**config.mk**
```make
export PLATFORM = sky130hd
export DESIGN_NAME = rsb_unit
export DESIGN_NICKNAME = d
export VERILOG_FILES = /design/src/rtl/rsb_pkg.sv /design/src/rtl/rsb_shift.sv /design/src/rtl/rsb_bitop.sv /design/src/rtl/rsb_unit.sv
export SDC_FILE = /design/constraint.sdc
export NUM_CORES = 1
export LEC_CHECK = 0
export BUFFER_PORTS_ARGS = -buffer_cell sky130_fd_sc_hd__buf_4
export CAP_MARGIN = 5
export CORE_MARGIN = 2
export CORE_UTILIZATION = 50
export DETAILED_ROUTE_END_ITERATION = 12
export MAX_ROUTING_LAYER = met4
export PLACE_DENSITY = 0.76
export RECOVER_POWER = 100
export SLEW_MARGIN = 10
export SYNTH_ARGS = -nofsm -noshare
export SYNTH_HDL_FRONTEND = slang
export SYNTH_HIERARCHICAL = 1
export SYNTH_SLANG_ARGS = --single-unit
export TNS_END_PERCENT = 5
```
**constraint.sdc**
```tcl
create_clock -name clk_i -period 0.9 [get_ports clk_i]
set_input_delay 0.18 -clock clk_i [delete_from_list [all_inputs] [get_ports clk_i]]
set_output_delay 0.18 -clock clk_i [all_outputs]
set_load 0.02 [all_outputs]
```
**src/rtl/rsb_pkg.sv**
```systemverilog
package rsb_pkg;
  typedef enum logic [3:0] {
    OP_RLC  = 4'd0,
    OP_RRC  = 4'd1,
    OP_RL   = 4'd2,
    OP_RR   = 4'd3,
    OP_SLA  = 4'd4,
    OP_SRA  = 4'd5,
    OP_SWAP = 4'd6,
    OP_SRL  = 4'd7,
    OP_BIT  = 4'd8,
    OP_RES  = 4'd9,
    OP_SET  = 4'd10,
    OP_RLCA = 4'd11,
    OP_RRCA = 4'd12,
    OP_RLA  = 4'd13,
    OP_RRA  = 4'd14,
    OP_PASS = 4'd15
  } rsb_op_e;

  localparam int unsigned FLAG_Z = 3;
  localparam int unsigned FLAG_N = 2;
  localparam int unsigned FLAG_H = 1;
  localparam int unsigned FLAG_C = 0;
  localparam int unsigned FLAGS_W = 4;
endpackage

```
**src/rtl/rsb_shift.sv**
```systemverilog
module rsb_shift
  import rsb_pkg::*;
#(
  parameter int unsigned DATA_W = 8
) (
  input  rsb_op_e           op_i,
  input  logic [DATA_W-1:0] data_i,
  input  logic              cin_i,
  output logic [DATA_W-1:0] data_o,
  output logic              cout_o
);
  localparam int unsigned HALF_W = DATA_W / 2;

  logic msb, lsb;
  assign msb = data_i[DATA_W-1];
  assign lsb = data_i[0];

  always_comb begin
    data_o = data_i;
    cout_o = cin_i;
    unique case (op_i)
      OP_RLC, OP_RLCA: begin data_o = {data_i[DATA_W-2:0], msb};  cout_o = msb; end
      OP_RL,  OP_RLA:  begin data_o = {data_i[DATA_W-2:0], cin_i}; cout_o = msb; end
      OP_RRC, OP_RRCA: begin data_o = {lsb, data_i[DATA_W-1:1]};  cout_o = lsb; end
      OP_RR,  OP_RRA:  begin data_o = {cin_i, data_i[DATA_W-1:1]}; cout_o = lsb; end
      OP_SLA:          begin data_o = {data_i[DATA_W-2:0], 1'b0}; cout_o = msb; end
      OP_SRA:          begin data_o = {msb, data_i[DATA_W-1:1]};  cout_o = lsb; end
      OP_SRL:          begin data_o = {1'b0, data_i[DATA_W-1:1]}; cout_o = lsb; end
      OP_SWAP:         begin data_o = {data_i[HALF_W-1:0], data_i[DATA_W-1:HALF_W]}; cout_o = 1'b0; end
      default: ;
    endcase
  end
endmodule

```
**src/rtl/rsb_bitop.sv**
```systemverilog
module rsb_bitop #(
  parameter int unsigned DATA_W = 8,
  localparam int unsigned IDX_W = $clog2(DATA_W)
) (
  input  logic [DATA_W-1:0] data_i,
  input  logic [IDX_W-1:0]  idx_i,
  input  logic              set_i,
  output logic [DATA_W-1:0] data_o,
  output logic              bit_o
);
  logic [DATA_W-1:0] mask;

  for (genvar g = 0; g < DATA_W; g++) begin : g_mask
    assign mask[g] = (idx_i == IDX_W'(g));
  end

  assign bit_o  = |(data_i & mask);
  assign data_o = set_i ? (data_i | mask) : (data_i & ~mask);
endmodule

```
**src/rtl/rsb_unit.sv**
```systemverilog
module rsb_unit
  import rsb_pkg::*;
#(
  parameter int unsigned DATA_W = 8,
  localparam int unsigned IDX_W = $clog2(DATA_W)
) (
  input  logic              clk_i,
  input  logic              rst_ni,
  input  logic              valid_i,
  input  logic [3:0]        op_i,
  input  logic [IDX_W-1:0]  bit_idx_i,
  input  logic [DATA_W-1:0] operand_i,
  input  logic [3:0]        flags_i,
  output logic              valid_o,
  output logic [DATA_W-1:0] result_o,
  output logic              wr_en_o,
  output logic [3:0]        flags_o
);
  rsb_op_e op;
  assign op = rsb_op_e'(op_i);

  logic [DATA_W-1:0] sh_data, bo_data, res_d;
  logic              sh_cout, bo_bit, wr_d;
  logic [3:0]        flg_d;

  rsb_shift #(.DATA_W(DATA_W)) u_shift (
    .op_i   (op),
    .data_i (operand_i),
    .cin_i  (flags_i[FLAG_C]),
    .data_o (sh_data),
    .cout_o (sh_cout)
  );

  rsb_bitop #(.DATA_W(DATA_W)) u_bitop (
    .data_i (operand_i),
    .idx_i  (bit_idx_i),
    .set_i  (op == OP_SET),
    .data_o (bo_data),
    .bit_o  (bo_bit)
  );

  always_comb begin
    res_d = operand_i;
    flg_d = flags_i;
    wr_d  = 1'b1;
    unique case (op)
      OP_RLC, OP_RRC, OP_RL, OP_RR, OP_SLA, OP_SRA, OP_SRL, OP_SWAP: begin
        res_d = sh_data;
        flg_d = {(sh_data == '0), 1'b0, 1'b0, sh_cout};
      end
      OP_RLCA, OP_RRCA, OP_RLA, OP_RRA: begin
        res_d = sh_data;
        flg_d = {3'b000, sh_cout};
      end
      OP_BIT: begin
        wr_d  = 1'b0;
        flg_d = {~bo_bit, 1'b0, 1'b1, flags_i[FLAG_C]};
      end
      OP_RES, OP_SET: res_d = bo_data;
      default: ;
    endcase
  end

  always_ff @(posedge clk_i or negedge rst_ni) begin
    if (!rst_ni) begin
      valid_o  <= 1'b0;
      result_o <= '0;
      wr_en_o  <= 1'b0;
      flags_o  <= '0;
    end else begin
      valid_o <= valid_i;
      if (valid_i) begin
        result_o <= res_d;
        wr_en_o  <= wr_d;
        flags_o  <= flg_d;
      end
    end
  end


  valid_follow_chk: assert property (@(posedge clk_i) disable iff (!rst_ni)
    valid_i |=> valid_o);


  hold_idle_chk: assert property (@(posedge clk_i) disable iff (!rst_ni)
    !valid_i |=> $stable(result_o) && $stable(flags_o) && $stable(wr_en_o));


  acc_rot_zero_chk: assert property (@(posedge clk_i) disable iff (!rst_ni)
    valid_i && (op_i inside {4'd11, 4'd12, 4'd13, 4'd14}) |=> flags_o[3:1] == 3'b000);


  swap_carry_chk: assert property (@(posedge clk_i) disable iff (!rst_ni)
    valid_i && op_i == 4'd6 |=> flags_o[2:0] == 3'b000);


  bit_test_flag_chk: assert property (@(posedge clk_i) disable iff (!rst_ni)
    valid_i && op_i == 4'd8 |=> flags_o[2:1] == 2'b01 && flags_o[0] == $past(flags_i[0]));


  bit_test_nowr_chk: assert property (@(posedge clk_i) disable iff (!rst_ni)
    valid_i && op_i == 4'd8 |=> !wr_en_o && result_o == $past(operand_i));


  set_clr_flags_chk: assert property (@(posedge clk_i) disable iff (!rst_ni)
    valid_i && (op_i inside {4'd9, 4'd10}) |=> flags_o == $past(flags_i) && wr_en_o);
endmodule

```
==> metrics.yaml <==
outcome:
  status: "finished, violations left"
  failed_checks: "negative setup slack"
setup_path:
  crit_type: "in2reg"
  r2r_start: "flags_o[3]$_DFFE_PN0P_"
  ff2ff_path_depth: 2
  crit_fanout: 11
  cp.required_ns: 1.06
  startpoint: "op_i[3]"
  start_kind: "primary input"
  worstSetupEndpointType: "flip-flop"
  worstPathArrival_ns: 1.73
synth:
  yosysSeqAreaShare_pct: 17.9
  synthFlopType: "dfrtp_1"
  synth_fp_nets: 251
  synth_area_per_cell_um2: 8.55
  synth_area_leader_cell: "dfrtp_1"
  synthDistinctLibCells: 63
  synth_edf_count: 0
  syn_inst: 229
  yosysWarningCount: 6
  postSynth.asyncResetShare_pct: 100
  synth_area_leaders: "dfrtp_1 (18%), buf_6 (6.9%), a31oi_1 (6.4%), mux2_2 (5.2%), o211ai_1 (3.8%)"
  ys_seq_elements: 14
  synth_top_cells_by_count: "a31oi_1 (20), nor2_1 (18), dfrtp_1 (14), a21oi_1 (12), buf_6 (12)"
  synth_area_mm2: 0.00196
  synth_most_common_cell: "a31oi_1"
  yosys.area.top_type_share_pct: 17.9
global_routing:
  antenna_found_initial: 0
  grt_use_total_pct: 34.4
  grt_pass1_vias: 2301
  grt_max_degree: 23
  overflow: 0
  grt_pass1_wl_um: 11400
timing:
  skew_ns: 0
  finalHoldViolCount: 0
  setup_viol: 27
  whs_ns: 0.192
  worstMarginPinSlew_ns: 0.390
  slew_viol_final: 0
  slew_headroom_pct: 74.0
  rsz0062_at_grt: "yes"
  timing.fmax_mhz: 637
  setup_ws_ns: -0.669
  min_period_over_period_pct: 174
  finalCriticalPeriod_ns: 1.57
floorplan:
  num_io_pins: 36
  rows: 22
  core_area_mm2: 0.00372
  die_h_um: 66.6
  dieArea_mm2: 0.00443
  fp.dieW_um: 66.6
  initial_core_util_pct: 52.7
place:
  numPortBuffers: 35
  routabilityCongestion: 0.929
  post-place-cells: 354
  place_ws_ns: -0.974
  hpwlAfterDp_um: 4640
job:
  timing.max_cap.violations: 0
power_and_ir_drop:
  power_density_mw_per_mm2: 984
  clkPwrFrac_pct: 17.2
  seq_power_share_pct: 26.1
  swShare_pct: 37.2
  totalPowerFinal_mw: 2.95
  comb_power_share_pct: 56.7
  p_int_mw: 1.85
  vdd_ir_drop_max_uv: 1310
  p_leak_nw: 1.28
  p_sw_mw: 1.10
hold_path:
  min_from: "flags_i[2]"
  worstHoldPathCells: 2
  hp-class: "in2reg"
clocking:
  cts_inserted_buffers: 3
  clock_latency_ns: 0.24
  cts.sinks: 14
  clock_path_buffers: 2
  cts_tree: "built"
  root_buffer: "clkbuf_8"
  cts_max_level: 1
  clk_pin_slew_worst_paths_ns: 0.06
detailed_routing:
  ant_nets: 0
  via_per_inst: 6.90
  vias: 2513
  drt-initial-drc-count: 252
  routedWlPerCell_um: 22.0
  postRouteWirelength_um: 8020
  drtPass1Iterations: 5
  drc: 0
final_layout:
  n_antenna_cell: 0
  nets: 340
  layout.cells.non_filler: 364
  drive_above_1_share_pct: 48.1
  area_growth_pct: 53.0
cell usage in the layout, fill, tap and decap left out, types with 9 or more instances in the layout:
| cell type | count |
|---|---|
| a21oi_1 | 9 |
| nor2_1 | 16 |
| o31ai_1 | 9 |
| dfrtp_1 | 14 |
| buf_6 | 19 |
| nand2_1 | 9 |
| buf_4 | 75 |
| a31oi_1 | 20 |
| o211ai_1 | 10 |
| mux2_2 | 9 |
state kept, by name, indices dropped and copies added, names as in the netlist:
name / flops
flags_o: 4
result_o: 8
wr_en_o: 1
valid_o: 1
power by group through the flow:
stage | Sequential, mW | Combinational, mW | Clock (mW)
final | 0.768 | 1.67 | 0.508
after CTS | 0.768 | 1.53 | 0.508
after global routing | 0.776 | 1.75 | 0.548
after detailed placement | 0.763 | 1.36 | 0
after floorplan | 0.854 | 0.662 | 0
after global placement | 0.761 | 1.33 | 0
routing by layer:
layer  vias to the layer above  part of all wire [%]  track usage, %
met5                         -                     0               -
met4                         0                   4.6            8.93
met3                        47                   9.0            4.56
met2                       186                    47            55.4
met1                      1199                    40            45.8
li1                       1081                     -               -
stage by stage:
step,utilization [%],instance area (µm²),setup TNS [ns]
floorplan,-,1960,-4.66
finish,80.6,3000,-6.38
detailed placement,69.9,2600,-9.71
CTS,78.2,2910,-5.52
global route,80.6,3000,-7.23
global placement,69.9,2600,-9.20
cells by family (layout without fill, tap and decap cells):
family	after synthesis	after routing	synth area share (%)
buf+inv	33	120	11.9
xor+xnor	1	1	0.831
mux	13	13	9.14
simple gates	78	78	24.9
flops	14	14	17.9
compound gates	90	90	35.3
path summary, 6_finish.rpt:
kind / to / slack, ns
max: flags_o[3]$_DFFE_PN0P_ / -0.67
min: flags_o[2]$_DFFE_PN0P_ / 0.19
max reg2reg: flags_o[3]$_DFFE_PN0P_ / 0.17
min reg2reg: wr_en_o$_DFFE_PN0P_ / 0.51
max in group asynchronous: flags_o[1]$_DFFE_PN0P_ / 0.27
min in group asynchronous: result_o[2]$_DFFE_PN0P_ / 0.37
timing repair:
action                                  4_1_cts  5_1_grt
pin swaps                                    16       10
hold buffers                                  1        0
setup buffers                                 2        0
gates cloned                                  2        2
endpoints found under the setup margin       27       27
endpoints found under the hold margin        14        0
resized for setup                            49        9
critical path, stage by stage:
cell,delay [ns]
buf_16,0.13
buf_4,0.14
nand3b_1,0.21
o311a_1,0.19
a32oi_2,0.25
a21oi_2,0.07
nor4_2,0.25
a32oi_1,0.13
o221ai_1,0.18
area by class of cell:
cell class	instances	area (µm²)
multi-input combinational	182	1470
timing repair buffer	107	1040
fill	209	719
sequential	14	350
tap	48	60.1
clock buffer	3	41.3
inverter	10	40.0
No activity file was read; power rests on OpenSTA's default activity.
